## src/rtl/mcs_pkg.sv

```systemverilog
package mcs_pkg;
    localparam int MCS_MAX_PORTS   = 8;
    localparam int MCS_DEF_PORTS   = 4;
    localparam int MCS_DEF_QUEUES  = 4;

    // number of set bits in an output mask (ports up to MCS_MAX_PORTS)
    function automatic logic [3:0] mask_weight(input logic [MCS_MAX_PORTS-1:0] m);
        logic [3:0] n;
        n = '0;
        for (int b = 0; b < MCS_MAX_PORTS; b++) n = n + {3'b000, m[b]};
        return n;
    endfunction
endpackage

```

## src/rtl/mcs_queue_pick.sv

```systemverilog
module mcs_queue_pick
    import mcs_pkg::*;
#(
    parameter int PORTS  = MCS_DEF_PORTS,
    parameter int QUEUES = MCS_DEF_QUEUES,
    parameter int QW     = (QUEUES > 1) ? $clog2(QUEUES) : 1
) (
    input  logic [QUEUES-1:0]       q_valid,
    input  logic [QUEUES*PORTS-1:0] q_fan,
    input  logic [PORTS-1:0]        free_out,
    output logic                    hit,
    output logic [QW-1:0]           sel,
    output logic [PORTS-1:0]        mask
);
    logic [3:0]       best_w;
    logic [PORTS-1:0] cand;
    logic [3:0]       w;

    always_comb begin
        best_w = '0;
        hit    = 1'b0;
        sel    = '0;
        mask   = '0;
        cand   = '0;
        w      = '0;
        for (int q = 0; q < QUEUES; q++) begin
            cand = q_fan[q*PORTS +: PORTS] & free_out;
            w    = mask_weight(MCS_MAX_PORTS'(cand));
            // strict compare keeps the lowest index on equal weight
            if (q_valid[q] && (w > best_w)) begin
                best_w = w;
                hit    = 1'b1;
                sel    = QW'(q);
                mask   = cand;
            end
        end
    end
endmodule

```

## src/rtl/mcs_claim_chain.sv

```systemverilog
module mcs_claim_chain
    import mcs_pkg::*;
#(
    parameter int PORTS  = MCS_DEF_PORTS,
    parameter int QUEUES = MCS_DEF_QUEUES,
    parameter int QW     = (QUEUES > 1) ? $clog2(QUEUES) : 1,
    parameter int PW     = (PORTS > 1) ? $clog2(PORTS) : 1
) (
    input  logic [PW-1:0]                 start_in,
    input  logic [PORTS*QUEUES-1:0]       req_valid,
    input  logic [PORTS*QUEUES*PORTS-1:0] req_fanout,
    output logic [PORTS-1:0]              in_hit,
    output logic [PORTS*QW-1:0]           in_sel,
    output logic [PORTS*PORTS-1:0]        in_mask
);
    localparam int ROW = QUEUES * PORTS;

    logic [PW-1:0]     stg_idx   [PORTS];
    logic [QUEUES-1:0] stg_valid [PORTS];
    logic [ROW-1:0]    stg_fan   [PORTS];
    logic [PORTS-1:0]  stg_free  [PORTS+1];
    logic              stg_hit   [PORTS];
    logic [QW-1:0]     stg_sel   [PORTS];
    logic [PORTS-1:0]  stg_mask  [PORTS];

    // rotate: stage k serves input (start + k) mod PORTS
    always_comb begin
        for (int k = 0; k < PORTS; k++) begin
            int s;
            s = int'(start_in) + k;
            if (s >= PORTS) s = s - PORTS;
            stg_idx[k]   = PW'(s);
            stg_valid[k] = req_valid[s*QUEUES +: QUEUES];
            stg_fan[k]   = req_fanout[s*ROW +: ROW];
        end
    end

    assign stg_free[0] = '1;

    generate
        for (genvar k = 0; k < PORTS; k++) begin : g_stage
            mcs_queue_pick #(.PORTS(PORTS), .QUEUES(QUEUES), .QW(QW)) u_pick (
                .q_valid  (stg_valid[k]),
                .q_fan    (stg_fan[k]),
                .free_out (stg_free[k]),
                .hit      (stg_hit[k]),
                .sel      (stg_sel[k]),
                .mask     (stg_mask[k])
            );
            assign stg_free[k+1] = stg_free[k] & ~stg_mask[k];
        end
    endgenerate

    // un-rotate back to input order
    always_comb begin
        in_hit  = '0;
        in_sel  = '0;
        in_mask = '0;
        for (int k = 0; k < PORTS; k++) begin
            in_hit[stg_idx[k]]                = stg_hit[k];
            in_sel[stg_idx[k]*QW +: QW]       = stg_sel[k];
            in_mask[stg_idx[k]*PORTS +: PORTS] = stg_mask[k];
        end
    end
endmodule

```

## src/rtl/mcs_sched.sv

```systemverilog
module mcs_sched
    import mcs_pkg::*;
#(
    parameter int PORTS  = MCS_DEF_PORTS,
    parameter int QUEUES = MCS_DEF_QUEUES,
    parameter int QW     = (QUEUES > 1) ? $clog2(QUEUES) : 1
) (
    input  logic                          clk,
    input  logic                          rst,
    input  logic                          slot_go,
    input  logic [PORTS*QUEUES-1:0]       req_valid,
    input  logic [PORTS*QUEUES*PORTS-1:0] req_fanout,
    output logic                          sched_done,
    output logic [PORTS-1:0]              gnt_valid,
    output logic [PORTS*QW-1:0]           gnt_queue,
    output logic [PORTS*PORTS-1:0]        gnt_mask
);
    localparam int PW = (PORTS > 1) ? $clog2(PORTS) : 1;

    logic [PW-1:0]          start_q;
    logic [PORTS-1:0]       nxt_hit;
    logic [PORTS*QW-1:0]    nxt_sel;
    logic [PORTS*PORTS-1:0] nxt_mask;

    mcs_claim_chain #(.PORTS(PORTS), .QUEUES(QUEUES), .QW(QW), .PW(PW)) u_chain (
        .start_in   (start_q),
        .req_valid  (req_valid),
        .req_fanout (req_fanout),
        .in_hit     (nxt_hit),
        .in_sel     (nxt_sel),
        .in_mask    (nxt_mask)
    );

    always_ff @(posedge clk) begin
        if (rst) begin
            start_q    <= '0;
            sched_done <= 1'b0;
            gnt_valid  <= '0;
            gnt_queue  <= '0;
            gnt_mask   <= '0;
        end else begin
            sched_done <= slot_go;
            if (slot_go) begin
                gnt_valid <= nxt_hit;
                gnt_queue <= nxt_sel;
                gnt_mask  <= nxt_mask;
                start_q   <= (int'(start_q) == PORTS-1) ? '0 : start_q + 1'b1;
            end
        end
    end
endmodule

```

## config.mk

```make
export PLATFORM = sky130hd
export DESIGN_NAME = mcs_sched
export DESIGN_NICKNAME = d
export VERILOG_FILES = /design/src/rtl/mcs_pkg.sv /design/src/rtl/mcs_queue_pick.sv /design/src/rtl/mcs_claim_chain.sv /design/src/rtl/mcs_sched.sv
export SDC_FILE = /design/constraint.sdc
export NUM_CORES = 1
export LEC_CHECK = 0
export BUFFER_PORTS_ARGS = -buffer_cell sky130_fd_sc_hd__buf_2
export CAP_MARGIN = 30
export CORE_UTILIZATION = 46
export CTS_CLUSTER_DIAMETER = 60
export DETAILED_ROUTE_END_ITERATION = 12
export GPL_TIMING_DRIVEN = 0
export PLACE_DENSITY_LB_ADDON = 0.15
export SYNTH_ARGS = -nofsm -noshare
export SYNTH_HDL_FRONTEND = slang
export SYNTH_SLANG_ARGS = --single-unit
```

## constraint.sdc

```tcl
create_clock -name clk -period 72.2 [get_ports clk]
set_input_delay 10.83 -clock clk [delete_from_list [all_inputs] [get_ports clk]]
set_output_delay 10.83 -clock clk [all_outputs]
set_load 0.02 [all_outputs]
```

-- Word-level counts from Yosys, hierarchy flattened
Cells that the tools add are included.
- equal/unequal tests: 1
- shifts and indexed selects: 24
- reduce and logical (&&, ||, !) cells: 20
- bitwise logic cells: 20
- div/mod/pow operators: 0
- multiplexer cells: 78
- multipliers: 0
- magnitude comparators: 28
- add/sub/neg operators: 64
- operators by type and width (kind ; count):
    $shiftx 64x32->16 ; 4
    $neg 3->34 ; 4
    $neg 4->34 ; 4
    $shift 2x34->8 const A ; 4
    $shift 4x34->16 const A ; 4
    $shiftx 2x34->8 ; 4
    $shiftx 4x34->16 ; 4
    $shiftx 16x32->4 ; 4
    $mux 30 ; 4
    $mux 4 ; 28
    $ge 32x4->1 const B ; 3
    $sub 30x4->30 const B ; 3
    $add 3x1->4 ; 16
    $and 4x4->4 ; 15
    $add 2x1->3 ; 16
    $bwmux 16 ; 3
    $gt 4x4->1 ; 12
    $add 1x1->2 ; 16
    $bwmux 8 ; 3
    $mux 1 ; 24
    $logic_and 1x1->1 ; 20
    $mux 2 ; 9
    $and 16x16->16 ; 1
    $gt 4x1->1 const B ; 4
    12 further kinds ; 26
- ROM bits: 0
- RAM bits: 0
- output and inout bits: 29
- input bits: 83
- latch bits: 0
- logic and storage cells: 240
- flip-flop bits (word level): 31
- memories: 0

-- Longest topological paths before layout
- word-level depth: 73
- depth in mapped cells: 112
- gate-level depth less buffers: 101

-- Cells and area by module
Synthesis repeated with hierarchy kept, for this count alone.
- cell total of the unflattened synthesis: 836
- area total of the unflattened synthesis: 7183.1 um2
- modules (own cells, without submodules) (module ; instances ; area an instance (um2) ; sequential area each (um2) ; cells an instance):
    mcs_claim_chain ; 1 ; 3093.0 ; 0.0 ; 351
    mcs_queue_pick at u_chain.g_stage[0].u_pick ... ; 3 ; 752.0 ; 0.0 ; 96
    mcs_sched ; 1 ; 1097.3 ; 620.6 ; 101
    mcs_queue_pick at u_chain.g_stage[3].u_pick ; 1 ; 737.0 ; 0.0 ; 96

-- Worst setup path after synthesis
No wires, ideal clock.
- path kind: input -> register
- from: input req_fanout[52]
- to: register gnt_mask[14]
- path buffers: 6
- stages: 95
- library setup time: 0.086 ns
- data arrival time: 31.822 ns
- setup slack: 40.293 ns
- required time: 72.114 ns
- cell sequence: mux4_2 -> fa_1 -> ha_1 -> ha_1 -> ha_1 -> nor2b_1 -> o21a_1 -> o211a_2 -> clkbuf_1 -> a21oi_1 -> ha_1 -> nor2b_1 -> o21a_1 -> o211ai_2 -> mux2_2 -> ha_1 -> nand3_1 -> o2111ai_2 -> [59 not listed] -> ha_1 -> and3b_1 -> o211ai_1 -> inv_1 -> a21oi_1 -> ha_1 -> and3b_1 -> o211ai_1 -> mux2_2 -> ha_1 -> a32oi_1 -> o211ai_1 -> nand2b_1 -> o22a_1 -> o21ai_0 -> nor4b_2 -> a221oi_1 -> a211oi_1
- longest elaborated chain between the ends: 68
- elaborated cells between the ends (all ways): 124
- classes of those cells: add/sub: 39; order compare: 15; shift: 8; mux: 29; bitwise: 18; reduce/logical: 15
- RTL lines (item ; RTL line ; RTL):
    start: declaration ; mcs_sched.sv:12 ; input logic [PORTS*QUEUES*PORTS-1:0] req_fanout,
    $shiftx 64x32->16 ; mcs_claim_chain.sv:34 ; stg_fan[k] = req_fanout[s*ROW +: ROW];
    $add 1x1->2 ; mcs_pkg.sv:10 ; for (int b = 0; b < MCS_MAX_PORTS; b++) n = n + {3'b000, m[b]};
    $add 2x1->3 ; mcs_pkg.sv:10 ;
    $add 3x1->4 ; mcs_pkg.sv:10 ;
    $gt 4x4->1 ; mcs_queue_pick.sv:30 ; if (q_valid[q] && (w > best_w)) begin
    $logic_and 1x1->1 ; mcs_queue_pick.sv:30 ;
    $mux 4 ; mcs_queue_pick.sv:30 ;
    $gt 4x4->1 ; mcs_queue_pick.sv:30 ;
    [52 not listed] ; -- ;
    $gt 4x4->1 ; mcs_queue_pick.sv:30 ;
    $logic_and 1x1->1 ; mcs_queue_pick.sv:30 ;
    $mux 4 ; mcs_queue_pick.sv:30 ;
    $gt 4x4->1 ; mcs_queue_pick.sv:30 ;
    $logic_and 1x1->1 ; mcs_queue_pick.sv:30 ;
    $mux 4 ; mcs_queue_pick.sv:30 ;
    $shiftx 4x34->16 ; mcs_claim_chain.sv:62 ; in_mask[stg_idx[k]*PORTS +: PORTS] = stg_mask[k];
    $bwmux 16 (*) ; mcs_claim_chain.sv:62 ;
    end signal: assignment ; mcs_sched.sv:46 ; gnt_mask <= nxt_mask;
    end: declaration ; mcs_sched.sv:16 ; output logic [PORTS*PORTS-1:0] gnt_mask
Every way passes the cells marked *; elsewhere a longest branch is shown, timed or not.
A chain may end at the register's enable or synchronous reset.

-- Worst setup path in the final report
- from: input req_fanout[53]
- to: register gnt_mask[2]
The elaborated chain is that of the path after synthesis.

==> impl_metrics.sql <==
INSERT INTO impl_metrics (metric_group, metric, value, unit) VALUES
('setup_path', 'max_stage_delay', '0.97', 'ns'),
('logic_synthesis', 'synth_adder_area_share', '0.171', ''),
('grt', 'antenna_found_initial', '0', ''),
('timing', 'hold_violations', '0', ''),
('clock_network', 'htree_levels', '2', ''),
('route', 'dr.first_iter.drc_count', '1071', ''),
('setup_path', 'worstPathMaxFanout', '10', ''),
('worst_hold_path', 'hold_path_class', 'reg -> reg', ''),
('cells_and_area', 'syn2layout_area_growth', '13.0', '%'),
('logic_synthesis', 'synth_top_family_by_area', 'multiplexers', ''),
('clock_network', 'cts_inserted_buffers', '5', ''),
('clock_network', 'cts_repair_resize_count', '0', ''),
('setup_path', 'setup.worst_path.start_class', 'input pin', ''),
('logic_synthesis', 'synth.top_cells.by_count', 'sky130_fd_sc_hd__nor2_1 (81), sky130_fd_sc_hd__ha_1 (76), sky130_fd_sc_hd__mux4_2 (59), sky130_fd_sc_hd__mux2i_1 (48), sky130_fd_sc_hd__nand2_1 (48)', ''),
('grt', 'global_route_wire_length_before_repair', '43600', 'µm'),
('route', 'routed-via-count', '8050', ''),
('logic_synthesis', 'synth.most_common_cell', 'sky130_fd_sc_hd__nor2_1', ''),
('logic_synthesis', 'netlist_instances', '859', ''),
('logic_synthesis', 'yosys-mux-area-fraction', '0.257', ''),
('cells_and_area', 'final-seq-area', '621', 'µm²'),
('grt', 'grt_use_total', '0.349', ''),
('logic_synthesis', 'synth_largest_type_area_fraction', '0.179', ''),
('clock_network', 'numClockSinks', '31', ''),
('floorplanning', 'design.core.area', '15800', 'µm²'),
('clock_network', 'cts_post_setup_buffers_inserted', '0', ''),
('clock_network', 'postCtsHoldBufs', '0', ''),
('placed_design', 'area_after_detailed_placement', '8240', 'µm²'),
('timing', 'final_count_of_pins_violating_max_slew', '0', ''),
('setup_path', 'worst-endpoint-arrival', '37.04', 'ns'),
('setup_path', 'cp.required', '72.34', 'ns'),
('route', 'wl_per_cell', '23.8', 'µm'),
('timing', 'fmaxAchievable', '27.1', 'MHz'),
('floorplanning', 'num_rows', '46', ''),
('run_status', 'status', 'complete, no violations', ''),
('timing', 'clock-skew-final', '0.00335', 'ns'),
('placed_design', 'hpwl', '23300', 'µm'),
('route', 'ant_nets', '0', ''),
('timing', 'slew_headroom', '0.249', ''),
('setup_path', 'crit_top_cell', 'sky130_fd_sc_hd__ha_1', ''),
('logic_synthesis', 'synth-xor-area-share', '0', ''),
('clock_network', 'clock_path_buffers', '2', ''),
('grt', 'grt_overflow', '0', ''),
('logic_synthesis', 'synth-compound-area-share', '0.211', ''),
('floorplanning', 'pin_count', '112', ''),
('logic_synthesis', 'synth_top_flop_cell', 'sky130_fd_sc_hd__dfxtp_1', ''),
('setup_path', 'critical-path-slowest-cell', 'sky130_fd_sc_hd__nor3b_1', ''),
('floorplanning', 'die_y', '129', 'µm'),
('setup_path', 'setup_crit_end_kind', 'register', ''),
('cells_and_area', 'finish.net_count', '1151', ''),
('timing', 'setup_repair_after_global_routing_missed_its_margin', 'no', ''),
('route', 'drt_wl_total', '28400', 'µm'),
('logic_synthesis', 'netlist-cell-type-count', '73', ''),
('route', 'post-route-drc-count', '0', ''),
('cells_and_area', 'multiInputGateArea', '6360', 'µm²'),
('cells_and_area', 'fill_cells', '1558', ''),
('cells_and_area', 'fin_area', '8390', 'µm²'),
('grt', 'grt_pass1_vias', '7451', ''),
('logic_synthesis', 'synth_seq_area_share', '0.0836', ''),
('floorplanning', 'die_width', '129', 'µm'),
('logic_synthesis', 'synth_net_count', '1034', ''),
('logic_synthesis', 'synth_area_in_simple_gates', '0.217', ''),
('placed_design', 'number_of_buffers_added_on_ports', '109', ''),
('clock_network', 'clk_root_buffer_cell', 'sky130_fd_sc_hd__clkbuf_16', ''),
('logic_synthesis', 'average_footprint_of_a_synthesized_cell', '8.64', 'µm²'),
('placed_design', 'gpl_wtd_cong', '1.04', ''),
('timing', 'tightest_slew', '1.12', 'ns'),
('logic_synthesis', 'synth_area', '7420', 'µm²'),
('route', 'drt-vias-per-instance', '6.75', ''),
('clock_network', 'clk_transition_reported_paths', '0.05', 'ns'),
('logic_synthesis', 'number_of_enable_type_register_cells_in_the_synthesized_netlist', '0', ''),
('timing', 'timing.setup.tns', '0', 'ns');
==> per-layer routing <==
layer  part of all wire  wire, µm  up-vias  track usage
li1                   -         -     3582            -
met1               0.42     11900     3856        0.481
met2               0.42     12000      532        0.525
met3               0.12      3310       80       0.0925
met4              0.041      1170        0        0.129
met5                  0         0        -            0
==> sequential cells by signal, indices dropped and copies added (netlist names) <==
register    cells
gnt_mask       16
sched_done      1
gnt_valid       4
gnt_queue       8
start_q         2
==> through the flow <==
step	utilization	worst slack, ns	hold slack (ns)	std cells
floorplan	-	40.29	0.548	859
global placement	0.521	35.57	0.466	1184
detailed placement	0.521	35.51	0.468	1185
CTS	0.530	35.71	0.476	1192
global route	0.530	33.44	0.497	1192
finish	0.530	35.29	0.477	1192
==> final timing paths <==
check,depth (start not counted),to,startpoint,slack (ns)
worst min-delay path,2,gnt_queue[4]$_SDFFE_PP0P_,gnt_queue[4]$_SDFFE_PP0P_,0.48
worst min register to register,2,gnt_queue[4]$_SDFFE_PP0P_,gnt_queue[4]$_SDFFE_PP0P_,0.48
worst max-delay path,96,gnt_mask[2]$_SDFFE_PP0P_,req_fanout[53],35.29
worst max register to register,104,gnt_mask[2]$_SDFFE_PP0P_,start_q[0]$_SDFFE_PP0P_,43.67
==> layout make-up <==
class                      instances  area share
inverter                          46      0.0206
clock buffer                       6      0.0166
sequential                        31      0.0740
clock inverter                     1    0.000597
buffer                            52      0.0322
timing repair buffer             110      0.0656
multi-input combinational        730       0.758
tap                              216      0.0322
==> worst max-delay path, delay by kind of cell <==
family	cells	cell delay [ns]
adder cells (fa/ha/maj)	24	7.66
buffers and inverters	9	1.82
AO/OA/AOI/OAI	30	9.10
AND/OR/NAND/NOR	31	6.67
multiplexers	2	0.90
==> cells in the final DEF (no fill, tap or decap), drive strengths merged, types with 5 or more instances in the layout <==
cell	count
and3	24
clkbuf	35
nor2b	18
a21oi	26
nor3b	10
and4	6
a21o	8
nand2b	12
mux2i	48
o22ai	17
o211ai	7
nor2	82
nand2	48
a211oi	26
o21ai	26
a32oi	6
o2111ai	5
mux2	9
o22a	17
mux4	59
dfxtp	31
a2bb2oi	5
a31oi	11
nand4	5
ha	76
or3	7
or2	8
a22oi	12
and2	22
inv	45
nand3	30
fa	16
buf	133
nor3	22
a221oi	8
and3b	6
==> cell families after synthesis <==
logic type | Yosys count
buffers and inverters | 98
adder cells (fa/ha/maj) | 92
flip-flops | 31
AND/OR/NAND/NOR | 310
AO/OA/AOI/OAI | 212
multiplexers | 116
Power is not shown: default switching activity piles up to over one toggle a cycle in this logic, so the estimate is an artifact.
